**src/rtl/pgsz_pkg.sv**
```systemverilog
package pgsz_pkg;

  localparam int PS_W   = 6;
  localparam int MASK_W = 64;

  typedef enum logic [1:0] {
    CODE_NONE  = 2'd0,
    CODE_RSVD  = 2'd1,
    CODE_ALIGN = 2'd2,
    CODE_MCA   = 2'd3
  } code_e;

  localparam logic [1:0] KIND_INSERT = 2'b00;
  localparam logic [1:0] KIND_LPURGE = 2'b01;

  localparam int POL_ABORT  = 0;
  localparam int POL_IGNORE = 1;

  // Sizes that may be placed in the cache: 4K, 8K, 16K, then every
  // power of four from 64K to 256M.
  function automatic logic ps_insertable(input logic [PS_W-1:0] ps);
    logic small_ok, even_ok;
    small_ok = (ps >= 6'd12) && (ps <= 6'd14);
    even_ok  = (ps >= 6'd16) && (ps <= 6'd28) && !ps[0];
    return small_ok || even_ok;
  endfunction

  // Purges also cover the 4G page.
  function automatic logic ps_purgeable(input logic [PS_W-1:0] ps);
    return ps_insertable(ps) || (ps == 6'd32);
  endfunction

  // Ones in the N low positions.
  function automatic logic [MASK_W-1:0] low_ones(input logic [PS_W-1:0] ps);
    return (64'h1 << ps) - 64'h1;
  endfunction

endpackage

```
**src/rtl/pgsz_classify.sv**
```systemverilog
module pgsz_classify
  import pgsz_pkg::*;
(
  input  logic [1:0]      kind,
  input  logic [PS_W-1:0] ps,
  output logic            is_insert,
  output logic            is_remote,
  output logic            size_ok,
  output logic            ill_purge
);
  logic ins_ok, prg_ok;

  assign is_insert = (kind == KIND_INSERT);
  assign is_remote = kind[1];
  assign ins_ok    = ps_insertable(ps);
  assign prg_ok    = ps_purgeable(ps);
  assign size_ok   = is_insert ? ins_ok : prg_ok;
  assign ill_purge = !is_insert && !prg_ok;
endmodule

```
**src/rtl/pgsz_align.sv**
```systemverilog
module pgsz_align
  import pgsz_pkg::*;
#(
  parameter int ADDR_W  = 64,
  parameter int PADDR_W = 50
) (
  input  logic [PS_W-1:0]    ps,
  input  logic [ADDR_W-1:0]  vaddr,
  input  logic [PADDR_W-1:0] paddr,
  output logic               misaligned,
  output logic [ADDR_W-1:0]  page_mask
);
  logic [MASK_W-1:0] ones;
  logic              v_off, p_off;

  assign ones       = low_ones(ps);
  assign v_off      = |(vaddr & ones[ADDR_W-1:0]);
  assign p_off      = |(paddr & ones[PADDR_W-1:0]);
  assign misaligned = v_off || p_off;
  assign page_mask  = ~ones[ADDR_W-1:0];
endmodule

```
**src/rtl/pgsz_resolve.sv**
```systemverilog
module pgsz_resolve
  import pgsz_pkg::*;
#(
  parameter int ADDR_W = 64,
  parameter int POLICY = 0
) (
  input  logic              is_insert,
  input  logic              is_remote,
  input  logic              size_ok,
  input  logic              misaligned,
  input  logic [ADDR_W-1:0] page_mask,
  output logic              ok,
  output code_e             code,
  output logic              flush,
  output logic [ADDR_W-1:0] mask,
  output logic              demote
);
  // Response to a purge of an unsupported size, chosen by POLICY.
  logic  bad_ok, bad_flush;
  code_e bad_code;

  generate
    if (POLICY == POL_ABORT) begin : g_abort
      // A broadcast purge must not abort, so it falls back to a flush.
      assign bad_ok    = is_remote;
      assign bad_flush = is_remote;
      assign bad_code  = is_remote ? CODE_NONE : CODE_MCA;
      assign demote    = is_remote && !is_insert && !size_ok;
    end else if (POLICY == POL_IGNORE) begin : g_ignore
      assign bad_ok    = 1'b0;
      assign bad_flush = 1'b0;
      assign bad_code  = CODE_NONE;
      assign demote    = 1'b0;
    end else begin : g_flush
      assign bad_ok    = 1'b1;
      assign bad_flush = 1'b1;
      assign bad_code  = CODE_NONE;
      assign demote    = 1'b0;
    end
  endgenerate

  always_comb begin
    ok    = 1'b0;
    code  = CODE_NONE;
    flush = 1'b0;
    mask  = '0;
    if (is_insert) begin
      if (!size_ok)        code = CODE_RSVD;
      else if (misaligned) code = CODE_ALIGN;
      else                 ok   = 1'b1;
    end else if (size_ok) begin
      ok   = 1'b1;
      mask = page_mask;
    end else begin
      ok    = bad_ok;
      code  = bad_code;
      flush = bad_flush;
    end
  end
endmodule

```
**src/rtl/pgsz_guard.sv**
```systemverilog
module pgsz_guard
  import pgsz_pkg::*;
#(
  parameter int ADDR_W  = 64,
  parameter int PADDR_W = 50,
  parameter int POLICY  = 0
) (
  input  logic               clk,
  input  logic               rst_n,
  input  logic               req_vld,
  input  logic [1:0]         req_kind,
  input  logic [5:0]         req_ps,
  input  logic [ADDR_W-1:0]  req_vaddr,
  input  logic [PADDR_W-1:0] req_paddr,
  output logic               rsp_vld,
  output logic               rsp_ok,
  output logic [1:0]         rsp_code,
  output logic               purge_all,
  output logic [ADDR_W-1:0]  purge_mask
);
  // Named internal events, observed by the checker.
  logic              is_insert, is_remote, size_ok, ill_purge_evt;
  logic              misaligned, demote_evt;
  logic [ADDR_W-1:0] page_mask, nxt_mask;
  logic              nxt_ok, nxt_flush;
  code_e             nxt_code;

  pgsz_classify u_cls (
    .kind      (req_kind),
    .ps        (req_ps),
    .is_insert (is_insert),
    .is_remote (is_remote),
    .size_ok   (size_ok),
    .ill_purge (ill_purge_evt)
  );

  pgsz_align #(.ADDR_W(ADDR_W), .PADDR_W(PADDR_W)) u_aln (
    .ps         (req_ps),
    .vaddr      (req_vaddr),
    .paddr      (req_paddr),
    .misaligned (misaligned),
    .page_mask  (page_mask)
  );

  pgsz_resolve #(.ADDR_W(ADDR_W), .POLICY(POLICY)) u_res (
    .is_insert  (is_insert),
    .is_remote  (is_remote),
    .size_ok    (size_ok),
    .misaligned (misaligned),
    .page_mask  (page_mask),
    .ok         (nxt_ok),
    .code       (nxt_code),
    .flush      (nxt_flush),
    .mask       (nxt_mask),
    .demote     (demote_evt)
  );

  always_ff @(posedge clk or negedge rst_n) begin
    if (!rst_n) begin
      rsp_vld    <= 1'b0;
      rsp_ok     <= 1'b0;
      rsp_code   <= CODE_NONE;
      purge_all  <= 1'b0;
      purge_mask <= '0;
    end else begin
      rsp_vld    <= req_vld;
      rsp_ok     <= req_vld && nxt_ok;
      rsp_code   <= req_vld ? nxt_code : CODE_NONE;
      purge_all  <= req_vld && nxt_flush;
      purge_mask <= req_vld ? nxt_mask : '0;
    end
  end
endmodule

```
**config.mk**
```make
export PLATFORM = sky130hd
export DESIGN_NAME = pgsz_guard
export DESIGN_NICKNAME = d
export VERILOG_FILES = /design/src/rtl/pgsz_pkg.sv /design/src/rtl/pgsz_classify.sv /design/src/rtl/pgsz_align.sv /design/src/rtl/pgsz_resolve.sv /design/src/rtl/pgsz_guard.sv
export SDC_FILE = /design/constraint.sdc
export NUM_CORES = 1
export LEC_CHECK = 0
export BUFFER_PORTS_ARGS = -buffer_cell sky130_fd_sc_hd__buf_2
export CORE_ASPECT_RATIO = 1.25
export CORE_UTILIZATION = 46
export DETAILED_ROUTE_END_ITERATION = 16
export GPL_TIMING_DRIVEN = 0
export PLACE_DENSITY = 0.79
export SETUP_SLACK_MARGIN = 0.05
export SYNTH_ARGS = -nofsm -noshare
export SYNTH_HDL_FRONTEND = slang
export SYNTH_SLANG_ARGS = --single-unit
```
**constraint.sdc**
```tcl
create_clock -name clk -period 0.8 [get_ports clk]
set_input_delay 0.16 -clock clk [delete_from_list [all_inputs] [get_ports clk]]
set_output_delay 0.16 -clock clk [all_outputs]
set_load 0.005 [all_outputs]
```
==> summary.md <==
| Metric | Value |
|---|---|
| CTS hold repair buffers | `1` |
| Status | `finished with violations` |
| Gate power share | `28.4%` |
| Syn_area_per_cell | `8.655 um^2` |
| Cells along the critical path | `buf_8 -> buf_8 -> buf_6 -> nor4_4 -> nand2_1 -> ha_4 -> bufbuf_16 -> nand2_4 -> o22ai_1 -> a31oi_2 -> a2bb2oi_2 -> o2111ai_1 -> or4_4 -> o31a_1` |
| Num CTS Buffers | `9` |
| Hold WS | `-0.08535 ns` |
| Worst Path Required | `1.03 ns` |
| Final worst path period need | `approximately 3 ns` |
| Ranking of synthesized cells by area | `dfrtp_1 (41%), a21oi_1 (4.4%), nor2_1 (4.2%), inv_1 (3.9%), o21ai_0 (3.1%)` |
| Multi-input logic area | `2631 um^2` |
| Die area | `9495 um^2` |
| Register share of total power | `42.7%` |
| Post-synth ARST share | `100.0%` |
| Util after Layout | `74.77%` |
| Synth warnings | `0` |
| Sw frac | `between 30% and 40%` |
| Initial DRC Count | `around 600` |
| Initial Util | `47.88%` |
| PD cells | `1298 nW/um^2` |
| Critical path launch point type | `primary input` |
| Final #Nets | `847` |
| Worst path slowest cell | `or4_4` |
| Crit-path leading delay family | `simple AND/OR/NAND/NOR gates` |
| Failing checks | `hold timing, setup timing` |
| Highest Clock Rate | `333.1 MHz` |
| Static leakage | `between 3 and 4 nW` |
| Finished Cell Area | `about 6500 um^2` |
| Clock root buffer | `clkbuf_8` |
| Final setup fails | `131` |
| Most area-hungry cell type in the Yosys netlist | `dfrtp_1` |
| Largest net degree at the start of global routing | `70` |
| Setup CP Type | `primary input to flop` |
| Critical Path Fanout Max | `5` |
| Area after DPL | `5484 um^2` |
| Most frequent cell on the critical path | `buf_8` |
| Peak VDD IR | `approximately 770 uV` |
| Max Buffers Root-to-Sink | `2` |
| Die Y | `108.7 um` |
| DR WL/cell | `between 20 and 25 um` |
| DR vias | `5280` |
| Cells after Synth | `484` |
| Synth cell types | `slightly above 70` |
| Clk sink count | `69` |
| Fillers | `654` |
| Via density per instance | `around 6.2` |
| Tcrit/Tclk final | `375.3%` |
| Post-route ant nets | `0` |
| H-tree depth | `3` |
| CP Capture Type | `flop` |
| Vias in the first global route | `4887` |
| RSZ-0062 raised after global routing | `yes` |
| Share of cells above drive strength 1 | `between 50% and 60%` |
| Max-cap violations | `0` |
| Core area | `8748 um^2` |
| Register Area | `1727 um^2` |
| Global route overflow | `0` |
| Residual DRC | `0` |
| EDFF count, synth | `0` |
| Critical path data arrival time | `between 3 and 4 ns` |
| First-pass GRT wire length | `26.59 mm` |
| CP max stage delay | `0.60 ns` |
| GPL Wtd Cong | `0.9864` |
| Endpoints failing hold | `69` |
| FF+latch count, synth | `69` |
| DP Wirelength | `between 10 and 15 mm` |
| Sw power | `approximately 0.0027 W` |
| Synth top area share | `41.22%` |
| Rows | `38` |
| IO Count | `approximately 190` |
| Hold WC Path Type | `primary input to asynchronous set/reset pin` |
| Buffers added on ports | `approximately 190` |
| Non-filler cells, final | `845` |
| CTS tree | `yes` |
| Worst Slack Setup Final | `-2.202 ns` |
| Clock slew at reported path FFs | `0.07 ns` |
| # diodes | `0` |
| Slew Limit Fails | `0` |
| Buf/Inv on CP | `4` |
| Total GRT Usage | `38.29%` |
| Most frequent cells in the layout | `buf_2 (196), dfrtp_1 (69), nor2_1 (38), inv_2 (32), buf_4 (30)` |
| Slew margin rel. | `45.06%` |
| Routed WL | `19.54 mm` |
| Placed insts | `800` |
| Chip Width | `87.36 um` |
| Commonest non-fill, non-tap cell in the layout | `buf_2` |
| Syn-to-layout area delta | `56.15%` |
| DRT Pass-1 Iters | `6` |
| Prevailing post-synth register cell | `dfrtp_1` |
| Worst-margin pin slew | `0.8242 ns` |
| Sequential area share after synthesis | `41.22%` |
| Internal | `a little under 0.006 W` |
| Initial antenna violation count | `0` |
| Place WS | `-3.359 ns` |
| Cell Area, Synth | `4189 um^2` |
| Clock share of power | `between 20% and 30%` |
[sequential cells by signal (all words and copies together) (netlist names)]
register / flops
purge_mask: 64
rsp_code: 2
purge_all: 1
rsp_ok: 1
rsp_vld: 1
[layout make-up]
class                   instances  area share, %
clock inverters                 4         0.3826
repair buffers                223          19.66
clock buffers                  11          2.161
well taps                     120          2.295
plain buffers                  38          6.083
inverters                      44          2.793
multi-input cells             336          40.23
flip-flops and latches         69          26.40
[repair_timing]
item | CTS | global route
setup endpoints to repair | 200 | 131
gates resized for setup | 62 | 72
cloned | 1 | 1
setup buffers | 12 | 17
hold endpoints to repair | 70 | 31
pin swaps | 18 | 22
[synth_stat cells, types with 3 or more instances]
cell type  count
o31a_1         3
o22ai_1        9
o32a_1         3
o21a_1         8
a22oi_1        5
a2111oi_0      3
nand2b_1       4
a31oi_1        8
nand4_1        6
and2_1         3
o22a_1         4
a21o_1         5
o211ai_1       5
nand3_1        7
clkbuf_1      12
buf_1          6
mux2i_1        3
a211o_1        3
or4_1          4
a32o_1         3
or2_2          6
buf_2         14
dfrtp_1       69
buf_6          7
o21bai_1       3
a211oi_1       3
inv_1         43
and3_1         8
nor4_1         9
nor2_1        47
nor2b_1        4
o21ai_0       26
o32ai_1        3
o2111ai_1      6
nand2_1       22
a21oi_1       37
xnor2_1        6
a2bb2oi_1      3
or3_1          6
nor3_1        18
[path summary, 6_finish.rpt]
path / start / end / slack, ns / depth (start not counted)
min: rst_n / purge_mask[3] / -0.09 / 1
min in group clk: req_kind[1] / rsp_code[0] / 0.04 / 2
max in group asynchronous: rst_n / purge_mask[20] / 0.34 / 1
max: req_ps[2] / rsp_code[1] / -2.20 / 14
[kinds of logic (layout without fill, tap and decap cells)]
logic type,after synthesis,count (layout),synth area share (%)
compound gates,161,161,27.06
xor+xnor,8,8,1.673
fa+ha+maj,1,1,0.2986
buf+inv,84,320,9.289
flops,69,69,41.22
mux,3,3,0.7169
other cells,1,6,0.08952
simple gates,157,157,19.65
[power by group through the flow]
stage / clock network, W / logic (W) / registers, W
after floorplan: 0 / 0.000953 / 0.00371
after global placement: 0 / 0.00184 / 0.00369
after detailed placement: 0 / 0.00186 / 0.00369
after CTS: 0.00243 / 0.00206 / 0.00363
after global routing: 0.00263 / 0.00252 / 0.00363
final: 0.00245 / 0.00241 / 0.00363
[through the flow]
step / setup TNS (ns) / total power [W]
2_1_floorplan: -58.15 / 0.004664
3_3_place_gp: -124.26 / 0.005526
3_5_place_dp: -126.40 / 0.005552
4_1_cts: -67.88 / 0.008125
5_1_grt: -79.35 / 0.008791
6_report: -75.04 / 0.008490
[routing by layer]
| metal | up-vias | GRT usage, % | wire (um) |
|---|---|---|---|
| met3 | 112 | 6.737 | 2134 |
| met5 | - | 0 | 0 |
| met2 | 511 | 64.40 | 9310 |
| met1 | 2421 | 44.22 | 6603 |
| li1 | 2236 | - | - |
| met4 | 0 | 25.88 | 1495 |
No activity file was read; power rests on OpenSTA's default activity.
